`config.mk`:
```
export PLATFORM = sky130hd
export DESIGN_NAME = irq_aggregator
export DESIGN_NICKNAME = d
export VERILOG_FILES = /design/src/rtl/irq_agg_pkg.sv /design/src/rtl/irq_cause_bank.sv /design/src/rtl/irq_summary.sv /design/src/rtl/irq_low_enc.sv /design/src/rtl/irq_aggregator.sv
export SDC_FILE = /design/constraint.sdc
export NUM_CORES = 1
export LEC_CHECK = 0
export ABC_AREA = 1
export BUFFER_PORTS_ARGS = -buffer_cell sky130_fd_sc_hd__buf_2
export CAP_MARGIN = 40
export CORE_ASPECT_RATIO = 1.2
export CORE_UTILIZATION = 40
export CTS_CLUSTER_SIZE = 28
export DETAILED_ROUTE_END_ITERATION = 8
export GPL_TIMING_DRIVEN = 0
export MAX_ROUTING_LAYER = met4
export SLEW_MARGIN = 20
export SYNTH_ARGS = -nofsm -noshare
export SYNTH_HDL_FRONTEND = slang
export SYNTH_SLANG_ARGS = --single-unit
```
`constraint.sdc`:
```
create_clock -name clk -period 2 [get_ports clk]
set_clock_uncertainty 0.1 [all_clocks]
set_input_delay 0.1 -clock clk [delete_from_list [all_inputs] [get_ports clk]]
set_output_delay 0.1 -clock clk [all_outputs]
set_load 0.03 [all_outputs]
```
`src/rtl/irq_agg_pkg.sv`:
```
package irq_agg_pkg;
  localparam int unsigned WORD_W   = 32;
  localparam int unsigned NUM_SRC  = 29;
  localparam int unsigned IDX_W    = $clog2(NUM_SRC + 1);
  localparam int unsigned ALL_POS  = 0;
  localparam int unsigned GA_POS   = 30;
  localparam int unsigned GB_POS   = 31;
  // group membership over cause positions (bit k = cause bit k)
  localparam logic [WORD_W-1:0] GRP_A = 32'h3C1F_FFFE; // 29:26 and 20:1
  localparam logic [WORD_W-1:0] GRP_B = 32'h03FF_FFFE; // 25:1

  typedef enum logic {
    ADDR_CAUSE = 1'b0,
    ADDR_MASK  = 1'b1
  } reg_sel_e;
endpackage

```
`src/rtl/irq_cause_bank.sv`:
```
module irq_cause_bank
  import irq_agg_pkg::*;
#(
  parameter int unsigned N = NUM_SRC
) (
  input  logic         clk,
  input  logic         rst_n,
  input  logic [N-1:0] src_i,
  input  logic         clr_en_i,
  input  logic [N-1:0] clr_keep_i,
  output logic [N-1:0] cause_o
);
  logic [N-1:0] cause_q;

  for (genvar k = 0; k < N; k++) begin : g_bit
    always_ff @(posedge clk) begin
      if (!rst_n)
        cause_q[k] <= 1'b0;
      else if (src_i[k])
        cause_q[k] <= 1'b1;
      else if (clr_en_i && !clr_keep_i[k])
        cause_q[k] <= 1'b0;
    end
  end

  assign cause_o = cause_q;

  // every high source is captured
  a_r2_capture: assert property (@(posedge clk) disable iff (!rst_n)
    (src_i != '0) |=> ((cause_q & $past(src_i)) == $past(src_i)));

  // bits only fall during a clearing write
  a_r3_sticky: assert property (@(posedge clk) disable iff (!rst_n)
    !clr_en_i |=> ((cause_q & $past(cause_q)) == $past(cause_q)));
endmodule

```
`src/rtl/irq_summary.sv`:
```
module irq_summary
  import irq_agg_pkg::*;
#(
  parameter int unsigned N = NUM_SRC
) (
  input  logic [N-1:0]      cause_i,
  output logic [WORD_W-1:0] word_o
);
  logic [WORD_W-1:0] pos;
  logic              grp_a, grp_b;

  always_comb begin
    pos = '0;
    pos[N:1] = cause_i;
  end

  assign grp_a = |(pos & GRP_A);
  assign grp_b = |(pos & GRP_B);

  always_comb begin
    word_o          = pos;
    word_o[ALL_POS] = |cause_i;
    word_o[GA_POS]  = grp_a;
    word_o[GB_POS]  = grp_b;
  end
endmodule

```
`src/rtl/irq_low_enc.sv`:
```
module irq_low_enc
  import irq_agg_pkg::*;
#(
  parameter int unsigned N = NUM_SRC,
  parameter int unsigned W = IDX_W
) (
  input  logic         clk,
  input  logic         rst_n,
  input  logic [N-1:0] pend_i,
  output logic [W-1:0] idx_o,
  output logic         any_o
);
  always_comb begin
    idx_o = '0;
    for (int k = N - 1; k >= 0; k--) begin
      if (pend_i[k]) idx_o = W'(k + 1);
    end
  end

  assign any_o = |pend_i;

  // index marks a pending bit with nothing pending below it
  a_r10_lowest: assert property (@(posedge clk) disable iff (!rst_n)
    (idx_o != '0) |-> (pend_i[idx_o - 1'b1] &&
      ((pend_i & ((N'(1) << (idx_o - 1'b1)) - N'(1))) == '0)));

  a_r10_none: assert property (@(posedge clk) disable iff (!rst_n)
    (idx_o == '0) |-> (pend_i == '0));
endmodule

```
`src/rtl/irq_aggregator.sv`:
```
module irq_aggregator
  import irq_agg_pkg::*;
(
  input  logic              clk,
  input  logic              rst_n,
  input  logic [NUM_SRC-1:0] src_i,
  input  logic              bus_addr_i,
  input  logic              bus_we_i,
  input  logic [WORD_W-1:0] bus_wdata_i,
  input  logic              bus_re_i,
  output logic [WORD_W-1:0] bus_rdata_o,
  input  logic              irq_take_i,
  output logic              cpu_irq_o,
  output logic [IDX_W-1:0]  pend_idx_o,
  output logic              spurious_o
);
  logic [NUM_SRC-1:0] cause, mask_q, pend;
  logic [WORD_W-1:0]  cause_word, mask_word, rdata_q;
  logic               clr_en, mask_we, any_pend, spur_q;

  assign clr_en  = bus_we_i && (reg_sel_e'(bus_addr_i) == ADDR_CAUSE);
  assign mask_we = bus_we_i && (reg_sel_e'(bus_addr_i) == ADDR_MASK);

  irq_cause_bank #(.N(NUM_SRC)) u_cause (
    .clk(clk), .rst_n(rst_n), .src_i(src_i),
    .clr_en_i(clr_en), .clr_keep_i(bus_wdata_i[NUM_SRC:1]),
    .cause_o(cause)
  );

  always_ff @(posedge clk) begin
    if (!rst_n)       mask_q <= '0;
    else if (mask_we) mask_q <= bus_wdata_i[NUM_SRC:1];
  end

  irq_summary #(.N(NUM_SRC)) u_sum (.cause_i(cause), .word_o(cause_word));

  always_comb begin
    mask_word = '0;
    mask_word[NUM_SRC:1] = mask_q;
  end

  assign pend = cause & mask_q;

  irq_low_enc #(.N(NUM_SRC), .W(IDX_W)) u_enc (
    .clk(clk), .rst_n(rst_n), .pend_i(pend),
    .idx_o(pend_idx_o), .any_o(any_pend)
  );

  assign cpu_irq_o = any_pend;

  always_ff @(posedge clk) begin
    if (!rst_n) begin
      rdata_q <= '0;
      spur_q  <= 1'b0;
    end else begin
      if (bus_re_i)
        rdata_q <= (reg_sel_e'(bus_addr_i) == ADDR_MASK) ? mask_word : cause_word;
      spur_q <= irq_take_i && !any_pend;
    end
  end

  assign bus_rdata_o = rdata_q;
  assign spurious_o  = spur_q;

  // line and index agree
  a_r9_line_idx: assert property (@(posedge clk) disable iff (!rst_n)
    cpu_irq_o == (pend_idx_o != '0));

  // spurious only after a strobe taken with the line low
  a_r11_spurious: assert property (@(posedge clk) disable iff (!rst_n)
    irq_take_i && !cpu_irq_o |=> spurious_o);

  a_r11_quiet: assert property (@(posedge clk) disable iff (!rst_n)
    !(irq_take_i && !cpu_irq_o) |=> !spurious_o);

  // mask read-back never shows the reserved positions
  a_r4_mask_rsv: assert property (@(posedge clk) disable iff (!rst_n)
    $past(bus_re_i) && $past(bus_addr_i) |->
      (bus_rdata_o[0] == 1'b0 && bus_rdata_o[31:30] == 2'b00));
endmodule

```
==> out/qor.csv, run 1 <==
stage,metric,value,unit
synth,ys flop type,dfxtp_1,
cells_and_area,share of cells above drive strength 1,18.4,%
synth,cell taking the most area after synthesis,dfxtp_1,
cells_and_area,synth-to-layout area growth,47.8,%
clock_tree,H-tree Lvls,3,
critical_path,"Slowest-stage cell, CP",dfxtp_2,
critical_path,critical path class,flip-flop to output pin,
detailed_routing,WL/cell,13.5,um
synth,most frequent cells after synthesis,"nand2_1 (135), dfxtp_1 (91), nor2_1 (78), inv_1 (63), o21ai_0 (54)",
clock_tree,"Clk Latency, worst-skew pair",340,ps
critical_path,"delay-heaviest family, CP",simple AND/OR/NAND/NOR gates,
detailed_routing,DRT Pass-1 Iters,4,
timing,fin crit period,2530,ps
critical_path,Critical Path Max Stage Delay,350,ps
timing,achievable frequency,0.396,GHz
detailed_routing,Residual DRC,0,
min_path,Tightest Hold Check Type,input port to flip-flop,
clock_tree,TritonCTS clock tree,yes,
die,height of the die,112,um
clock_tree,"Reg clk slew, reported paths",60,ps
synth,Synth Instances,575,
power_and_ir_drop,switching share of power,27.1,%
critical_path,crit start category,flip-flop,
grt,grt ovf,0,
grt,initial antenna violation count,0,
detailed_routing,starting DRC count in detailed routing,240,
die,row cnt,39,
power_and_ir_drop,Comb power frac,19.1,%
clock_tree,clk buf depth,2,
timing,relative slew slack,60.9,%
clock_tree,Root Buffer,clkbuf_16,
critical_path,CP max FO,4,
die,Core Area,9610,um2
synth,Synth top area share,45.5,%
timing,Worst Max-Slew Pin Slew,586,ps
clock_tree,clock sinks,91,
power_and_ir_drop,Sw Pwr,1.34,mW
power_and_ir_drop,"Power, Total",4.93,mW
power_and_ir_drop,pwr/cell area,834,nW/um2
placed_design,GP Congestion,0.861,
flow_run,number of max-cap violations,0,
cells_and_area,Final nets,841,
cells_and_area,# diodes,0,
die,# IOs,106,
synth,Synth cell types,23,
outcome,status,"finished, violations left",
detailed_routing,DR vias/cell,4.89,
power_and_ir_drop,Internal,3.60,mW
timing,setup TNS,-637,ps
placed_design,buffers added on ports,101,
synth,syn_nets,642,
grt,vias in the first global route,4402,
placed_design,Final HPWL DP,8150,um
synth,register bit total from synthesis,91,
cells_and_area,Post-Layout Cell Count,901,
power_and_ir_drop,worst vdd ir,0.000512,V
synth,number of flops mapped to enable cells by yosys,0,
synth,register area share after synthesis,45.5,%
die,die width,93.3,um
synth,"Avg Cell Area, Syn",6.96,um2
grt,first-pass GRT wire length,20300,um
grt,largest net degree at the start of global routing,15,
critical_path,CP arrival,2330,ps
timing,setup ws final,-526,ps
synth,"Cell Area, Synth",4000,um2
die,DIE AREA,10400,um2
power_and_ir_drop,clock network power share,39.3,%
critical_path,worst path bufs/invs,2,
outcome,failing checks,negative setup slack,
detailed_routing,WL final,12200,um
synth,ys async rst share,0,%
critical_path,Critical Path RT,1800,ps
timing,count of final hold-check violations,0,
power_and_ir_drop,LEAKAGE,3.01,nW
clock_tree,post-CTS setup buffer count,0,
critical_path,most frequent CP cell,nand2_1,
clock_tree,Num CTS Buffers,9,
synth,synth warn,0,
timing,RSZ-0062 raised after global routing,true,
timing,Final period util,126,%
die,initial core utilization,41.6,%
timing,setup violators final,2,
placed_design,DP Cell Count,799,
timing,Max Slew Vio Count,0,
grt,Tot GR Track Use,25.3,%
synth,top-count cell post-synth,nand2_1,
power_and_ir_drop,Reg power frac,41.6,%
detailed_routing,via count,4406,
synth,Synth area leaders,"dfxtp_1 (46%), nand2_1 (13%), nor2_1 (7.3%), o21ai_0 (6.8%), inv_1 (5.9%)",
critical_path,Crit. End Element,output pin,
detailed_routing,antenna-violating nets left,0,
## worst min-delay path, delay by kind of cell
family / cells / cell delay, ps
compound gates: 1 / 50
buf+inv: 2 / 280
## per-stage QoR
stage          setup WS, ps  utilization [%]  area, um2  hold WS [ps]
3_5_place_dp           -258             48.5       4660           231
5_1_grt                -860             61.5       5910          98.1
6_report               -526             61.5       5910          58.6
3_3_place_gp           -245             48.5       4660           227
4_1_cts                -531             61.5       5910          55.2
2_1_floorplan          25.1                -       4000           119
## power groups by stage
stage	Combinational [mW]	Sequential, mW	Clock, mW
global placement	0.762	2.08	0
CTS	0.930	2.05	1.96
detailed placement	0.769	2.09	0
finish	0.942	2.05	1.94
floorplan	0.431	2.15	0
global route	1.04	2.07	2.04
## sequential cells by signal, summed over array words and instances, names as in the netlist
| register | count |
|---|---|
| bus_rdata_o | 32 |
| mask_q | 29 |
| u_cause.cause_o | 29 |
| spurious_o | 1 |
## path summary, 6_finish.rpt
path / startpoint / end / slack [ps] / depth (start not counted)
setup reg to reg: u_cause.cause_o[11]$_SDFFE_PN0P_ / bus_rdata_o[0]$_SDFFE_PN0P_ / 260 / 5
hold / removal: rst_n / bus_rdata_o[0]$_SDFFE_PN0P_ / 60 / 3
setup / recovery: u_cause.cause_o[28]$_SDFFE_PN0P_ / pend_idx_o[0] / -530 / 31
hold reg to reg: bus_rdata_o[23]$_SDFFE_PN0P_ / bus_rdata_o[23]$_SDFFE_PN0P_ / 380 / 2
## cell type report
type	count	area (um2)
Fill cell	906	3700
Sequential cell	91	1840
Multi-Input combinational cell	389	1830
Timing Repair Buffer	188	1390
Clock buffer	11	243
Inverter	64	240
Tap cell	123	154
Buffer	31	118
Clock inverter	4	98.8
## what timing repair did
item	4_1_cts	5_1_grt
hold endpoints to repair	59	0
pin swaps	4	3
gates resized for setup	20	6
endpoints found under the setup margin	2	4
hold buffers	87	0
## per-layer routing
metal | track usage (%) | vias up | part of all wire [%]
met5 | - | - | 0
met3 | 4.23 | 14 | 5.8
met4 | 8.72 | 0 | 1.4
met1 | 30.5 | 2002 | 44
met2 | 42.2 | 136 | 49
li1 | - | 2254 | -
## cell usage in the layout (no fill, tap or decap), drive strengths merged, types with 2 or more instances in the layout
cell type	synthesis	routed
buf	2	103
o21ai	60	60
nor2	78	78
clkbuf	29	40
o211ai	29	29
a31oi	4	4
nand3	30	30
bufinv	0	3
nor4	3	3
a21oi	31	31
dfxtp	91	91
or4	3	3
nor3	2	2
inv	64	64
dlygate4sd3	0	87
nand2	144	144
## cells by family (layout without fill, tap and decap cells)
kind of cell,after synthesis,count (layout),share of synthesized area (%)
DFF,91,91,45.5
AOI/OAI and AO/OA,128,128,18.2
and+or+nand+nor,261,261,27.3
buffers and inverters,95,298,8.91
Power figures use the tool's default switching activity.
==> run 2, diff against run 1 <==
CORE_UTILIZATION = 50   (was 40)
PLACE_DENSITY = 0.76   (was unset)
==> out/qor.csv, run 2 (synthesis results as in run 1) <==
stage,metric,value,unit,change
cells_and_area,Final Core Density,75.4,%,was 61.5%
grt,vias in the first global route,4742,,"was 4,402"
placed_design,DP Cell Count,768,,was 799
cells_and_area,Post-Layout Cell Count,876,,was 901
critical_path,most frequent CP cell,nand2_1,,unchanged
grt,initial antenna violation count,0,,unchanged
power_and_ir_drop,LEAKAGE,2.98,nW,was 3.01 nW
detailed_routing,WL final,12900,um,"was 12,200 um"
timing,Worst Max-Slew Pin Slew,604,ps,was 586 ps
die,DIE AREA,8370,um2,"was 10,400 um2"
critical_path,stages on the worst setup path,30,,was 31
critical_path,CP max FO,4,,unchanged
critical_path,"delay-heaviest family, CP",simple AND/OR/NAND/NOR gates,,unchanged
cells_and_area,"most common cell after layout, fill and taps aside",nand2_1,,unchanged
power_and_ir_drop,worst vdd ir,0.000618,V,was 0.000512 V
detailed_routing,DRT Pass-1 Iters,5,,was 4
outcome,status,"finished, violations left",,unchanged
grt,first-pass GRT wire length,21200,um,"was 20,300 um"
cells_and_area,Post-Layout Inst Area,5810,um2,was 5910 um2
min_path,hold path cells,3,,unchanged
flow_run,number of max-cap violations,0,,unchanged
clock_tree,Root Buffer,clkbuf_8,,was clkbuf_16
placed_design,Place WS,-238,ps,was -258 ps
placed_design,buffers added on ports,101,,unchanged
die,# IOs,106,,unchanged
timing,achievable frequency,0.396,GHz,about the same
clock_tree,Num CTS Buffers,9,,unchanged
critical_path,Critical Path RT,1800,ps,about the same
outcome,failing checks,negative setup slack,,unchanged
power_and_ir_drop,pwr/cell area,745,nW/um2,was 834 nW/um2
critical_path,FF-to-FF path depth,5,,unchanged
die,initial core utilization,51.9,%,was 41.6%
detailed_routing,starting DRC count in detailed routing,291,,was 240
timing,setup ws final,-525,ps,was -526 ps
placed_design,Placed Area,4620,um2,was 4660 um2
timing,fin crit period,2530,ps,about the same
timing,RSZ-0062 raised after global routing,true,,unchanged
timing,count of final hold-check violations,0,,unchanged
die,row cnt,35,,was 39
cells_and_area,# diodes,0,,unchanged
cells_and_area,most frequent cells in the layout,"nand2_1 (131), buf_2 (97), dlygate4sd3_1 (88), nor2_1 (77), dfxtp_1 (75)",,"was nand2_1 (133), buf_2 (98), dlygate4sd3_1 (87), nor2_1 (78), dfxtp_1 (77)"
critical_path,critical path class,flip-flop to output pin,,unchanged
grt,grt ovf,0,,unchanged
timing,relative slew slack,59.7,%,was 60.9%
clock_tree,TritonCTS clock tree,yes,,unchanged
grt,largest net degree at the start of global routing,15,,unchanged
die,die width,83.7,um,was 93.3 um
critical_path,"Slowest-stage cell, CP",dfxtp_4,,was dfxtp_2
die,Core Area,7710,um2,was 9610 um2
critical_path,Critical Path Max Stage Delay,380,ps,was 350 ps
critical_path,worst path bufs/invs,1,,was 2
detailed_routing,WL/cell,14.7,um,was 13.5 um
timing,Max Slew Vio Count,0,,unchanged
min_path,worst hold endpoint,bus_rdata_o[31]$_SDFFE_PN0P_,,was bus_rdata_o[0]$_SDFFE_PN0P_
critical_path,CP arrival,2330,ps,about the same
die,height of the die,100,um,was 112 um
detailed_routing,DR vias/cell,5.31,,was 4.89
timing,setup violators final,2,,unchanged
grt,Tot GR Track Use,33.0,%,was 25.3%
clock_tree,clk buf depth,2,,unchanged
placed_design,Final HPWL DP,7830,um,was 8150 um
critical_path,worst reg-to-reg setup slack,200,ps,was 260 ps
detailed_routing,via count,4652,,"was 4,406"
detailed_routing,Residual DRC,0,,unchanged
min_path,HP Start,rst_n,,unchanged
cells_and_area,Final nets,846,,was 841
clock_tree,H-tree Lvls,3,,unchanged
cells_and_area,Largest register FFs,32,,unchanged
clock_tree,clock sinks,91,,unchanged
cells_and_area,synth-to-layout area growth,45.3,%,was 47.8%
clock_tree,"Clk Latency, worst-skew pair",360,ps,was 340 ps
critical_path,RR Endpoint,bus_rdata_o[0]$_SDFFE_PN0P_,,unchanged
critical_path,crit start category,flip-flop,,unchanged
timing,hold slack final,14.4,ps,was 58.6 ps
cells_and_area,share of cells above drive strength 1,19.9,%,was 18.4%
clock_tree,"Reg clk slew, reported paths",80,ps,was 60 ps
critical_path,R2R Path Start,u_cause.cause_o[11]$_SDFFE_PN0P_,,unchanged
cells_and_area,Filler cells,602,,was 906
timing,Final period util,126,%,about the same
placed_design,GP Congestion,0.935,,was 0.861
min_path,Tightest Hold Check Type,input port to flip-flop,,unchanged
critical_path,Crit. End Element,output pin,,unchanged
detailed_routing,antenna-violating nets left,0,,unchanged
==> run 2: cell count changes in the layout (fill, tap and decap cells not counted), sizes merged <==
cell,previous run,this run
buf,103,108
clkbuf,40,41
bufinv,3,1
dlygate4sd3,87,88
clkinvlp,0,1
==> run 2: timing repair <==
| action | CTS | global route |
|---|---|---|
| hold buffers | 88 | 0 |
| endpoints found under the hold margin | 59 | 0 |
| pin swaps | 1 | 13 |
| gates resized for setup | 23 | 14 |
| buffers inserted | 4 | 1 |
| endpoints found under the setup margin | 2 | 13 |
==> run 2: per-layer routing <==
metal / global-route usage, % / vias to the layer above / share of wire, %
met5: - / - / 0
met4: 18.9 / 0 / 3.3
met3: 6.50 / 42 / 6.3
met2: 57.1 / 197 / 51
met1: 35.3 / 2141 / 39
li1: - / 2272 / -
==> run 2: where the power goes <==
group	leakage [nW]	switching [mW]	internal, mW	total, mW
Clock	0.0998	0.650	0.650	1.30
Combinational	2.12	0.561	0.417	0.978
Sequential	0.761	0.112	1.94	2.05
==> run 2: worst max-delay path by stage <==
stage                                     startpoint            end  slack [ps]
finish              u_cause.cause_o[27]$_SDFFE_PN0P_  pend_idx_o[0]        -530
detailed placement  u_cause.cause_o[28]$_SDFFE_PN0P_  pend_idx_o[0]        -240
global route        u_cause.cause_o[27]$_SDFFE_PN0P_  pend_idx_o[0]        -810
global placement    u_cause.cause_o[28]$_SDFFE_PN0P_  pend_idx_o[0]        -210
CTS                          mask_q[28]$_SDFFE_PN0P_  pend_idx_o[0]        -510
floorplan           u_cause.cause_o[28]$_SDFFE_PN0P_  pend_idx_o[0]          30
==> run 2: metrics by stage <==
stage	TNS, ps	total power, mW
6_report	-780	4.33
2_1_floorplan	0	2.58
3_5_place_dp	-238	2.85
5_1_grt	-1300	4.50
4_1_cts	-644	4.28
3_3_place_gp	-214	2.83
==> run 2: cell type report <==
type / count / area [um2] / area share, %
Sequential cell: 91 / 1850 / 31.8
Clock inverter: 3 / 46.3 / 0.796
Multi-Input combinational cell: 389 / 1850 / 31.8
Timing Repair Buffer: 194 / 1440 / 24.8
Buffer: 30 / 114 / 1.96
Tap cell: 92 / 115 / 1.98
Clock buffer: 13 / 159 / 2.73
Inverter: 64 / 240 / 4.13
==> run 2: worst register-to-register path: stages (launching register included) <==
cell,delay (ps)
dfxtp_1,340
or4_1,520
nor2_1,160
nand2_1,120
o31ai_1,290
a31oi_1,140
